## src/rtl/emg_pkg.sv

```systemverilog
package emg_pkg;
  typedef enum logic [1:0] {
    CLS_CFG   = 2'd0,
    CLS_HARD  = 2'd1,
    CLS_NMI   = 2'd2,
    CLS_RESET = 2'd3
  } exc_cls_e;
endpackage

```

## src/rtl/emg_mask_regs.sv

```systemverilog
module emg_mask_regs #(
  parameter int PW = 4
) (
  input  logic          clk,
  input  logic          rst,
  input  logic          wr_gmask,
  input  logic          wr_fmask,
  input  logic          wr_thresh,
  input  logic [PW-1:0] wr_data,
  input  logic          en_req,
  input  logic          dis_req,
  output logic          gmask_q,
  output logic          fmask_q,
  output logic [PW-1:0] thresh_q
);
  // global mask: disable beats enable beats write
  always_ff @(posedge clk) begin
    if (rst) gmask_q <= 1'b0;
    else if (dis_req) gmask_q <= 1'b1;
    else if (en_req) gmask_q <= 1'b0;
    else if (wr_gmask) gmask_q <= wr_data[0];
  end

  always_ff @(posedge clk) begin
    if (rst) begin
      fmask_q  <= 1'b0;
      thresh_q <= '0;
    end else begin
      if (wr_fmask)  fmask_q  <= wr_data[0];
      if (wr_thresh) thresh_q <= wr_data;
    end
  end

  assert_dis_sets_R7: assert property (@(posedge clk) disable iff (rst)
    dis_req |=> gmask_q);
  assert_en_clears_R8: assert property (@(posedge clk) disable iff (rst)
    (en_req && !dis_req) |=> !gmask_q);
  assert_fmask_hold_R9: assert property (@(posedge clk) disable iff (rst)
    (!wr_fmask && !$past(rst)) |=> $stable(fmask_q));
endmodule

```

## src/rtl/emg_resolve.sv

```systemverilog
module emg_resolve
  import emg_pkg::*;
#(
  parameter int PW = 4,
  parameter int LW = PW + 2
) (
  input  logic                 gmask,
  input  logic                 fmask,
  input  logic [PW-1:0]        thresh,
  input  logic signed [LW-1:0] cur_prio,
  input  logic                 pend_valid,
  input  exc_cls_e             pend_cls,
  input  logic [PW-1:0]        pend_prio,
  output logic signed [LW-1:0] eff,
  output logic                 take
);
  localparam int NCAND = 4;
  localparam logic signed [LW-1:0] LVL_MAX   = {1'b0, {(LW-1){1'b1}}};
  localparam logic signed [LW-1:0] LVL_ZERO  = '0;
  localparam logic signed [LW-1:0] LVL_HARD  = -1;
  localparam logic signed [LW-1:0] LVL_NMI   = -2;
  localparam logic signed [LW-1:0] LVL_RESET = -3;

  logic signed [LW-1:0] cand [NCAND];
  logic signed [LW-1:0] pend_lvl;

  always_comb begin
    cand[0] = cur_prio;
    cand[1] = gmask ? LVL_ZERO : LVL_MAX;
    cand[2] = fmask ? LVL_HARD : LVL_MAX;
    cand[3] = (thresh != '0) ? $signed({{(LW-PW){1'b0}}, thresh}) : LVL_MAX;
  end

  always_comb begin
    eff = LVL_MAX;
    for (int i = 0; i < NCAND; i++)
      if (cand[i] < eff) eff = cand[i];
  end

  always_comb begin
    unique case (pend_cls)
      CLS_CFG:   pend_lvl = $signed({{(LW-PW){1'b0}}, pend_prio});
      CLS_HARD:  pend_lvl = LVL_HARD;
      CLS_NMI:   pend_lvl = LVL_NMI;
      default:   pend_lvl = LVL_RESET;
    endcase
    take = pend_valid && (pend_lvl < eff);
  end
endmodule

```

## src/rtl/exc_mask_gate.sv

```systemverilog
module exc_mask_gate
  import emg_pkg::*;
#(
  parameter int PW = 4,
  localparam int LW = PW + 2
) (
  input  logic                 clk,
  input  logic                 rst,
  input  logic                 wr_gmask,
  input  logic                 wr_fmask,
  input  logic                 wr_thresh,
  input  logic [PW-1:0]        wr_data,
  input  logic                 en_req,
  input  logic                 dis_req,
  input  logic                 pend_valid,
  input  logic [1:0]           pend_cls,
  input  logic [PW-1:0]        pend_prio,
  input  logic signed [LW-1:0] cur_prio,
  output logic                 take,
  output logic signed [LW-1:0] eff_prio
);
  logic                 gmask_q, fmask_q;
  logic [PW-1:0]        thresh_q;
  logic signed [LW-1:0] eff_c;
  logic                 take_c;

  emg_mask_regs #(.PW(PW)) u_regs (
    .clk(clk), .rst(rst),
    .wr_gmask(wr_gmask), .wr_fmask(wr_fmask), .wr_thresh(wr_thresh),
    .wr_data(wr_data), .en_req(en_req), .dis_req(dis_req),
    .gmask_q(gmask_q), .fmask_q(fmask_q), .thresh_q(thresh_q)
  );

  emg_resolve #(.PW(PW), .LW(LW)) u_res (
    .gmask(gmask_q), .fmask(fmask_q), .thresh(thresh_q),
    .cur_prio(cur_prio), .pend_valid(pend_valid),
    .pend_cls(exc_cls_e'(pend_cls)), .pend_prio(pend_prio),
    .eff(eff_c), .take(take_c)
  );

  always_ff @(posedge clk) begin
    if (rst) begin
      take     <= 1'b0;
      eff_prio <= '0;
    end else begin
      take     <= take_c;
      eff_prio <= eff_c;
    end
  end

  assert_take_needs_valid_R2: assert property (@(posedge clk) disable iff (rst)
    (take && !$past(rst)) |-> $past(pend_valid));
  assert_gmask_level_R3: assert property (@(posedge clk) disable iff (rst)
    (!$past(rst) && $past(gmask_q)) |-> (eff_prio <= 0));
  assert_fmask_level_R4: assert property (@(posedge clk) disable iff (rst)
    (!$past(rst) && $past(fmask_q)) |-> (eff_prio <= -1));
  assert_eff_not_above_cur_R6: assert property (@(posedge clk) disable iff (rst)
    !$past(rst) |-> (eff_prio <= $past(cur_prio)));
  assert_reset_unmasked_R10: assert property (@(posedge clk) disable iff (rst)
    (!$past(rst) && $past(pend_valid) && ($past(pend_cls) == 2'd3)
     && ($past(cur_prio) > -3)) |-> take);
endmodule

```

## config.mk

```make
export PLATFORM = sky130hd
export DESIGN_NAME = exc_mask_gate
export DESIGN_NICKNAME = d
export VERILOG_FILES = /design/src/rtl/emg_pkg.sv /design/src/rtl/emg_mask_regs.sv /design/src/rtl/emg_resolve.sv /design/src/rtl/exc_mask_gate.sv
export SDC_FILE = /design/constraint.sdc
export NUM_CORES = 1
export LEC_CHECK = 0
export CAP_MARGIN = 20
export CORE_MARGIN = 5
export CORE_UTILIZATION = 31
export DETAILED_ROUTE_END_ITERATION = 8
export PLACE_DENSITY = 0.7
export RECOVER_POWER = 100
export SETUP_SLACK_MARGIN = 0.3
export SYNTH_ARGS = -nofsm -noshare
export SYNTH_HDL_FRONTEND = slang
export SYNTH_SLANG_ARGS = --single-unit
```

## constraint.sdc

```tcl
create_clock -name clk -period 5.8 [get_ports clk]
set_clock_uncertainty 0.2 [all_clocks]
set_input_delay 1.74 -clock clk [delete_from_list [all_inputs] [get_ports clk]]
set_output_delay 1.74 -clock clk [all_outputs]
set_load 0.05 [all_outputs]
```

==> results.yml <==
sta:
  timing.hold.ws_ns: 0.308
  final_hold_viol_count: 0
  slew_viol_final: 0
  rsz0062_at_grt: "yes"
  min_period_ns: 5.93
  fmax_ghz: 0.169
  slew_headroom_pct: 63.6
  post-route-period-util_pct: 102
  finalSetupViolations: 1
  worst_slew_pin_slew_ns: 0.544
  fin_ws_ns: -0.126
synth:
  synthesis.nets: 166
  synth_top_area_cell: "dfxtp_1"
  netlist_top_cells_area: "dfxtp_1 (25%), ha_1 (21%), nor2_1 (8.2%), mux2i_1 (5.7%), inv_1 (5.0%)"
  synthCells: 124
  syn_area_um2: 1050
  synth_area_per_cell_um2: 8.48
  synth_most_common_cell: "nor2_1"
  yosysTopAreaCellShare_pct: 24.8
  yosys_warnings: 0
  yosys.cell_types.count: 33
  synthTopCellsByCount: "nor2_1 (23), ha_1 (18), inv_1 (14)"
  synth_edf_count: 0
  async_reset_ff_share_pct: 0
  synth-seq-cells: 13
  synth-main-ff-cell: "dfxtp_1"
  synth_seq_area_share_pct: 24.8
floorplan:
  fp-row-count: 21
  pin_count: 31
  dieHeight_um: 68.2
  die_w_um: 68.2
  die_area_um2: 4650
  core_area_um2: 3310
  initial_core_util_pct: 31.7
clocking:
  clk_pin_slew_ns: 0.08
  htree_num_levels: 1
  clk_latency_ns: 0.28
  cts_tree: "done"
  cts_buffer_depth: 2
  clockRootBuffer: "clkbuf_4"
  cts_sinks: 13
  ctsHoldBuffers: 0
  cts-buffers-inserted: 3
worst_setup_path:
  rrSetupSlack_ns: 0.88
  critPathCaptureType: "flop"
  startpoint_type: "input pin"
  crit_top_cell: "buf_6"
  crit_fanout: 4
  r2r_cells: 21
  cp_slowest_cell: "a2111oi_4"
  crit_type: "input pin to flop"
  crit_chain: "buf_6 -> buf_6 -> inv_12 -> ha_4 -> a21o_1 -> a21oi_2 -> o31a_1 -> ha_4 -> and2b_1 -> nor3_2 -> ha_1 -> a21o_1 -> a211o_1 -> o21ai_2 -> ha_4 -> buf_6 -> buf_6 -> nand2b_4 -> o41ai_4 -> ha_1 -> a2111oi_4 -> a21oi_2 -> a2111oi_4"
  required_ns: 5.78
  slowest_delay_ns: 0.37
  critPathArrivalTime_ns: 5.91
detailed_routing:
  drtPass1Iterations: 4
  vias_per_cell: 4.59
  vias: 1033
  wl_um: 2880
  drc: 0
  drt_iter0_markers: 22
  wl_per_cell_um: 12.8
  antenna_left: 0
power:
  ir_drop_uv: 233
  netSwitchingPower_mw: 0.186
  clkPwrFrac_pct: 11.7
  p_leak_nw: 0.854
  power_density_nw_per_um2: 267
  seqPwrFrac_pct: 22.3
  switching_share_pct: 38.9
  p_int_mw: 0.293
  combPwrFrac_pct: 66.0
cells_and_area:
  nFillCells: 318
  multi_input_area_um2: 873
  diodes: 0
  synthToLayoutAreaGrowth_pct: 70.8
  finalNetCount: 222
  layout-drive-gt1-share_pct: 31.3
  regArea_um2: 260
  fin_util_pct: 54.2
grt:
  grt_overflow: 0
  antenna_found_initial: 0
  first_global_vias: 1095
  grtUsageMet2_pct: 24.5
  grt_max_degree: 14
  track_usage_pct: 13.5
  grt_pass1_wl_um: 4740
  grt.busiest_layer: "met2"
  grt_util_met3_pct: 4.60
  grtUsageMet1_pct: 15.6
job:
  drv_cap: 0
status:
  status: "complete, but fails checks"
  violations: "setup timing"
placement:
  dp_hpwl_um: 2240
  io_buffers: 30
  place.gp.congestion: 0.884
  pre_cts_slack_ns: -0.939
min_path:
  min_path_type: "flop to flop"
  hold_depth: 2
[layout by cell type (no fill, tap or decap), types with 2 or more instances in the layout]
cell and n:
a21o_1 3, clkdlybuf4s50_1 18, ha_4 5, nor3_2 3, nor2_1 23, a2111oi_4 2
nor3_1 2, and2b_1 3, o31a_1 2, a211o_1 3, nand2_1 2, clkbuf_4 3
dlygate4sd3_1 7, mux2i_1 6, ha_1 13, a21oi_2 2, buf_6 4, dfxtp_1 13
inv_1 12, nor2b_1 2, mux2_2 2, buf_4 24, dlygate4sd2_1 3
[sequential cells by signal (all words and copies together) (netlist names)]
name             flops
eff_prio             6
u_regs.thresh_q      4
take                 1
u_regs.fmask_q       1
u_regs.gmask_q       1
[logic make-up (layout without fill, tap and decap cells)]
kind of cell | after synthesis | in the layout | synth area share [%]
AOI/OAI and AO/OA | 19 | 19 | 14.8
adders and majority gates | 18 | 18 | 21.4
buffers and inverters | 20 | 75 | 7.98
DFF | 13 | 13 | 24.8
muxes | 9 | 9 | 8.93
and+or+nand+nor | 45 | 45 | 22.1
[area by class of cell]
| cell class | count | share of cell area, % |
|---|---|---|
| clock buffer | 3 | 1.25 |
| multi-input combinational | 91 | 48.6 |
| tap | 46 | 3.21 |
| timing repair buffer | 57 | 28.5 |
| clock inverter | 1 | 0.279 |
| inverter | 14 | 3.62 |
| sequential | 13 | 14.5 |
[path summary, 6_finish.rpt]
path,start,endpoint
hold / removal,u_regs.fmask_q$_SDFFE_PP0P_,u_regs.fmask_q$_SDFFE_PP0P_
hold reg to reg,u_regs.fmask_q$_SDFFE_PP0P_,u_regs.fmask_q$_SDFFE_PP0P_
setup / recovery,cur_prio[1],take$_SDFF_PP0_
setup reg to reg,u_regs.gmask_q$_SDFFE_PP0P_,take$_SDFF_PP0_
[what timing repair did]
item                                   4_1_cts  5_1_grt
setup endpoints to repair                    5        2
endpoints found under the hold margin        0        0
resized for setup                           18        7
pin swaps                                   16       15
setup buffers                                5        3
[per-layer routing]
layer  share of wire, %  wire, um
met1                 43      1250
met2                 50      1450
met3                6.5       188
met4                  0         0
met5                  0         0
[critical path, delay by kind of cell]
family	cells	cell delay, ns
AND/OR/NAND/NOR	3	0.45
AO/OA/AOI/OAI	10	1.89
adder cells (fa/ha/maj)	5	1.38
buffers and inverters	5	0.45
[power by group through the flow]
stage | sequential [mW] | combinational [mW] | clock [mW]
after floorplan | 0.141 | 0.133 | 0
after global placement | 0.109 | 0.248 | 0
after detailed placement | 0.109 | 0.256 | 0
after CTS | 0.107 | 0.287 | 0.0583
after global routing | 0.109 | 0.342 | 0.0627
final | 0.107 | 0.316 | 0.0561
[metrics by stage]
stage          cell area, um2  setup TNS [ns]  power, mW  std cells
6_report                 1800          -0.126      0.479        225
5_1_grt                  1800          -0.322      0.514        225
4_1_cts                  1720          -0.186      0.453        222
3_5_place_dp             1620           -1.15      0.365        213
3_3_place_gp             1620          -0.799      0.356        213
2_1_floorplan            1160        -0.00992      0.274        124
Power figures use the tool's default switching activity.
